<file path="src/rtl/csc_pkg.sv">
package csc_pkg;
  localparam int REG_W   = 32;
  localparam int SRC_W   = 6;
  localparam int WP_BIT   = 0;
  localparam int RDY_BIT  = 1;
  localparam int BVD2_BIT = 2;
  localparam int BVD1_BIT = 3;
  localparam int WAKE_BIT = 4;
  localparam int WKEN_BIT = 14;
  localparam int INTR_BIT = 15;

  // Source vector index order: wp, ready, bvd2, bvd1, wake, intr
  localparam logic [REG_W-1:0] EV_MASK   = (REG_W'(1) << INTR_BIT) | REG_W'(32'h1F);
  localparam logic [REG_W-1:0] CHG_MASK  = REG_W'(32'h1F);
  localparam logic [REG_W-1:0] MASK_MASK = EV_MASK | (REG_W'(1) << WKEN_BIT);

  typedef enum logic [1:0] {
    SEL_EVENT = 2'd0,
    SEL_MASK  = 2'd1,
    SEL_STATE = 2'd2,
    SEL_FORCE = 2'd3
  } regSel_e;

  typedef struct packed {
    logic    evClr;
    logic    maskWr;
    logic    forceWr;
    logic    rdHit;
    regSel_e rdSel;
  } cscStrobe_t;

  function automatic logic [REG_W-1:0] srcToReg(input logic [SRC_W-1:0] s);
    logic [REG_W-1:0] r;
    r = '0;
    r[WP_BIT]   = s[0];
    r[RDY_BIT]  = s[1];
    r[BVD2_BIT] = s[2];
    r[BVD1_BIT] = s[3];
    r[WAKE_BIT] = s[4];
    r[INTR_BIT] = s[5];
    return r;
  endfunction
endpackage

</file>
<file path="src/rtl/csc_ctrl.sv">
module csc_ctrl
  import csc_pkg::*;
#(
  parameter int ADDR_W = 4
) (
  input  logic [ADDR_W-1:0] regAddr,
  input  logic              regWe,
  output cscStrobe_t        strb
);
  localparam int WORD_LSB = 2;
  localparam int HI_LSB   = WORD_LSB + 2;
  localparam int HI_W     = ADDR_W - HI_LSB;

  logic    hiZero;
  logic    aligned;
  logic    hit;
  regSel_e sel;

  generate
    if (HI_W > 0) begin : g_hi
      assign hiZero = ~|regAddr[ADDR_W-1:HI_LSB];
    end else begin : g_nohi
      assign hiZero = 1'b1;
    end
  endgenerate

  assign aligned = ~|regAddr[WORD_LSB-1:0];
  assign hit     = hiZero & aligned;
  assign sel     = regSel_e'(regAddr[WORD_LSB +: 2]);

  always_comb begin
    strb         = '0;
    strb.rdHit   = hit;
    strb.rdSel   = sel;
    strb.evClr   = regWe & hit & (sel == SEL_EVENT);
    strb.maskWr  = regWe & hit & (sel == SEL_MASK);
    strb.forceWr = regWe & hit & (sel == SEL_FORCE);
  end
endmodule

</file>
<file path="src/rtl/csc_datapath.sv">
module csc_datapath
  import csc_pkg::*;
#(
  parameter int NUM_SYNC = 2
) (
  input  logic             clk,
  input  logic             rst,
  input  cscStrobe_t       strb,
  input  logic [REG_W-1:0] wdata,
  input  logic [SRC_W-1:0] srcIn,
  output logic [REG_W-1:0] rdata,
  output logic             statusChg
);
  logic [NUM_SYNC:0][SRC_W-1:0] syncQ;
  logic [SRC_W-1:0] liveLvl;
  logic [SRC_W-1:0] prevLvl;
  logic [REG_W-1:0] eventQ;
  logic [REG_W-1:0] maskQ;
  logic [REG_W-1:0] chgBits;
  logic [REG_W-1:0] forceBits;
  logic [REG_W-1:0] clrBits;
  logic [REG_W-1:0] setBits;
  logic             pendHit;

  always_ff @(posedge clk) begin
    if (rst) syncQ[0] <= '0;
    else     syncQ[0] <= srcIn;
  end

  generate
    for (genvar i = 1; i <= NUM_SYNC; i++) begin : g_sync
      always_ff @(posedge clk) begin
        if (rst) syncQ[i] <= '0;
        else     syncQ[i] <= syncQ[i-1];
      end
    end
  endgenerate

  assign liveLvl   = syncQ[NUM_SYNC-1];
  assign prevLvl   = syncQ[NUM_SYNC];
  assign chgBits   = srcToReg(liveLvl ^ prevLvl) & CHG_MASK;
  assign forceBits = strb.forceWr ? (wdata & EV_MASK) : '0;
  assign clrBits   = strb.evClr ? (wdata & EV_MASK) : '0;
  assign setBits   = chgBits | forceBits;
  assign pendHit   = |(eventQ & maskQ & EV_MASK);

  always_ff @(posedge clk) begin
    if (rst) begin
      eventQ    <= '0;
      maskQ     <= '0;
      statusChg <= 1'b0;
    end else begin
      eventQ    <= (eventQ & ~clrBits) | setBits;
      if (strb.maskWr) maskQ <= wdata & MASK_MASK;
      statusChg <= maskQ[WKEN_BIT] & pendHit;
    end
  end

  always_comb begin
    rdata = '0;
    if (strb.rdHit) begin
      unique case (strb.rdSel)
        SEL_EVENT: rdata = eventQ;
        SEL_MASK:  rdata = maskQ;
        SEL_STATE: rdata = srcToReg(liveLvl);
        SEL_FORCE: rdata = '0;
        default:   rdata = '0;
      endcase
    end
  end

  // output only high if wake enable was set on the previous edge
  p_wake_gate_r5: assert property (@(posedge clk) disable iff (rst)
    statusChg |-> $past(maskQ[WKEN_BIT]));

  // with no clear request bits and no set source, events hold
  p_zero_write_hold_r2: assert property (@(posedge clk) disable iff (rst)
    (!strb.forceWr && (chgBits == '0) && (!strb.evClr || ((wdata & EV_MASK) == '0)))
    |=> (eventQ == $past(eventQ)));

  // forced bits are present in the event register next cycle
  p_force_sets_r4: assert property (@(posedge clk) disable iff (rst)
    strb.forceWr |=> ((eventQ & $past(wdata & EV_MASK)) == $past(wdata & EV_MASK)));

  // any set source wins over a simultaneous clear
  p_set_wins_r10: assert property (@(posedge clk) disable iff (rst)
    (setBits != '0) |=> ((eventQ & $past(setBits)) == $past(setBits)));

  // interrupt event bit only rises through a force write
  p_intr_force_only_r8: assert property (@(posedge clk) disable iff (rst)
    $rose(eventQ[INTR_BIT]) |-> $past(strb.forceWr));
endmodule

</file>
<file path="src/rtl/csc_event_ctrl.sv">
module csc_event_ctrl
  import csc_pkg::*;
#(
  parameter int ADDR_W   = 4,
  parameter int NUM_SYNC = 2
) (
  input  logic              clk,
  input  logic              rst,
  input  logic [ADDR_W-1:0] regAddr,
  input  logic              regWe,
  input  logic [31:0]       regWdata,
  output logic [31:0]       regRdata,
  input  logic              cardWp,
  input  logic              cardReady,
  input  logic              cardBvd2,
  input  logic              cardBvd1,
  input  logic              cardWake,
  input  logic              cardIntr,
  output logic              statusChg
);
  cscStrobe_t       strb;
  logic [SRC_W-1:0] srcIn;

  assign srcIn = {cardIntr, cardWake, cardBvd1, cardBvd2, cardReady, cardWp};

  csc_ctrl #(.ADDR_W(ADDR_W)) u_ctrl (
    .regAddr (regAddr),
    .regWe   (regWe),
    .strb    (strb)
  );

  csc_datapath #(.NUM_SYNC(NUM_SYNC)) u_dp (
    .clk       (clk),
    .rst       (rst),
    .strb      (strb),
    .wdata     (regWdata),
    .srcIn     (srcIn),
    .rdata     (regRdata),
    .statusChg (statusChg)
  );

  // reserved bit positions never read back as one
  p_reserved_zero_r9: assert property (@(posedge clk) disable iff (rst)
    ((regRdata & ~MASK_MASK) == '0));
endmodule

</file>
<file path="config.mk">
export PLATFORM = sky130hd
export DESIGN_NAME = csc_event_ctrl
export DESIGN_NICKNAME = d
export VERILOG_FILES = /design/src/rtl/csc_pkg.sv /design/src/rtl/csc_ctrl.sv /design/src/rtl/csc_datapath.sv /design/src/rtl/csc_event_ctrl.sv
export SDC_FILE = /design/constraint.sdc
export NUM_CORES = 1
export LEC_CHECK = 0
export ABC_AREA = 1
export ABC_CLOCK_PERIOD_IN_PS = 890
export BUFFER_PORTS_ARGS = -buffer_cell sky130_fd_sc_hd__buf_2
export CAP_MARGIN = 5
export CORE_ASPECT_RATIO = 0.6
export CORE_MARGIN = 8
export CORE_UTILIZATION = 41
export CTS_CLUSTER_SIZE = 8
export DETAILED_ROUTE_END_ITERATION = 7
export GPL_ROUTABILITY_DRIVEN = 0
export PLACE_DENSITY = 0.72
export SLEW_MARGIN = 20
export SYNTH_ARGS = -nofsm -noshare
export SYNTH_HDL_FRONTEND = slang
export SYNTH_HIERARCHICAL = 1
export SYNTH_SLANG_ARGS = --single-unit
</file>
<file path="constraint.sdc">
create_clock -name clk -period 0.89 [get_ports clk]
set_input_delay 0.089 -clock clk [delete_from_list [all_inputs] [get_ports clk]]
set_output_delay 0.089 -clock clk [all_outputs]
set_load 0.01 [all_outputs]
</file>
==> impl_metrics.yaml <==
clock_tree:
  clk_pin_slew_ns: 0.06
  cts_buffer_depth: 2
  cts_buffers: 5
  clkSinkCount: 31
  cts_tree: "built"
  clk_latency_ns: 0.28
  root_buffer: "clkbuf_8"
  htree_levels: 2
timing:
  hold_violations: 0
  rsz0062_at_grt: "true"
  holdWs_ns: 0.01167
  setup_ws_ns: -0.1895
  period_share_pct: 121.3
  setup_tns_ns: -1.214
  finalMaxSlewViolations: 0
  final-setup-viol-count: 8
  max_clock_freq_ghz: 0.9263
  finClkSkew_ns: 0.008711
  layout_min_cycle_time_ns: 1.080
pwr:
  p_leak_nw: 1.037
  ir_drop_v: 0.001001
  total_power_mw: 3.051
  cellPowerDensity_mw_per_mm2: 1556
critical_path:
  crit_type: "flip-flop to output port"
  crit_top_cell: "nand3_2"
  path_delay_family: "flip-flops"
  path_depth: 5
  r2r_setup_slack_ns: 0
  startpoint: "u_dp/liveLvl[2]"
  path_cells: "nand3_2 > nand3_2 > nand2_1 > inv_1 > buf_2"
  worstSetupStartpointType: "flip-flop"
  reg2regPathDepth: 6
  cpPeakStageDelay_ns: 0.34
  path_buf_inv: 2
  critPathMaxFanout: 2
  critPathArrivalTime_ns: 0.99
  timing.rr.start: "u_dp/liveLvl[4]"
  reg2reg_to: "u_dp/eventQ[4]"
  crit_slowest_cell: "dfxtp_2"
  worst_setup_path_end_kind: "output port"
  required_ns: 0.80
logic_synthesis:
  syn-instance-count: 229
  synth-seq-cells: 31
  synthTopCellsByArea: "dfxtp_1, buf_4, nor2_1, nand2_1, inv_1"
  yosys.area.top_type_share_pct: 39.58
  syn-cell-area_mm2: 0.001568
  yosys_warnings: 6
  ys_seq_area_share_pct: 39.58
  yosysTopAreaCell: "dfxtp_1"
  syn_area_per_cell_um2: 6.846
  synthDistinctLibCells: 17
floorplan:
  io_pins: 78
  dieArea_mm2: 0.006124
  die_w_um: 95.83
  coreArea_mm2: 0.003659
  die_h_um: 63.90
  start_util_pct: 42.85
  rows: 17
layout:
  final_nets: 317
  utilization_pct: 53.59
  n_antenna_cell: 0
  instances_no_fill: 320
  layout_commonest_cell: "nor2_1"
  area_growth_syn_to_layout_pct: 25.06
  most-common-layout-cells: "nor2_1, nand2_1, inv_1"
  drive_gt1_share_pct: 33.33
placed_design:
  port_buffers: 27
  place_inst: 304
  hpwl_mm: 2.699
routing:
  initialDrtViolationCount: 92
  routedWlPerCell_um: 11.56
  drc: 0
  postRouteAntennaNets: 0
  first_pass_iters: 4
  via_per_inst: 4.325
  drt-total-wl_mm: 3.699
  vias: 1384
run_status:
  violations: "setup timing"
  run_status: "complete, but fails checks"
worst_hold_path:
  hold_class: "input port to flip-flop"
  holdCritStartpoint: "cardWp"
  min_path_cells: 3
  min_to: "u_dp/syncQ[0]"
global_route:
  grt_use_total_pct: 12.31
  grt_pass1_wl_mm: 5.871
  antenna_found_initial: 0
  overflow: 0
  grt_start_max_net_pins: 24
  grt_pass1_vias: 1292
flow_run:
  drv_cap: 0
[how the worst max path moves through the flow]
stage,to,slack (ns)
4_1_cts,regRdata[1],-0.18
3_3_place_gp,u_dp/eventQ[1],-0.09
6_report,regRdata[2],-0.19
5_1_grt,regRdata[2],-0.26
3_5_place_dp,u_dp/eventQ[0],-0.13
2_1_floorplan,u_dp/eventQ[0],0.06
[cells in the mapped netlist, drive strengths merged]
cell type,count
o21ai,7
nand3,23
nand2,45
a21boi,5
dfxtp,31
nor3,1
nor2,47
conb,1
a21oi,2
buf,32
inv,35
[cell type report]
cell class | count | area [µm²]
fillers | 366 | 1698
multi-input cells | 155 | 725.7
flip-flops and latches | 31 | 644.4
repair buffers | 44 | 300.3
inverters | 35 | 131.4
clock buffers | 8 | 100.1
well taps | 47 | 58.81
[metrics by stage]
stage               area, µm²  setup WS [ns]
global route             1961        -0.2631
detailed placement       1704        -0.1324
CTS                      1919        -0.1832
global placement         1704       -0.09487
floorplan                1660        0.05978
finish                   1961        -0.1895
[worst min-delay path, stage by stage]
cell and delay [ns]:
buf_2 0.07, inv_1 0.03, nor2_1 0.06
[routing by layer]
layer / GRT usage, % / up-vias / part of all wire, %
li1: - / 721 / -
met1: 14.72 / 609 / 43
met2: 19.42 / 50 / 46
met3: 4.895 / 4 / 11
met4: 4.571 / 0 / 0.59
met5: 0 / - / 0
[where the power goes]
part	internal [mW]	switching (mW)
clock network	0.705	0.488
registers	1.45	0.0359
logic	0.145	0.225
total	2.30	0.749
[sequential cells by signal, indices dropped and copies added, names as in the netlist]
register	cells
u_dp/eventQ	6
u_dp/syncQ	6
u_dp/prevLvl	5
u_dp/statusChg	1
u_dp/liveLvl	6
u_dp/maskQ	7
[cell families after synthesis]
logic type	Yosys count	synth area share (%)
DFF	31	39.59
buffers and inverters	67	23.86
and+or+nand+nor	116	31.05
other	1	0.2392
AOI/OAI and AO/OA	14	5.267
[repair_timing]
action,CTS,global route
hold endpoints to repair,0,1
pin swaps,8,9
setup endpoints to repair,7,9
gates resized for setup,28,9
hold buffers,0,1
gates cloned,0,0
buffers inserted,6,2
No activity file was read; power rests on OpenSTA's default activity.
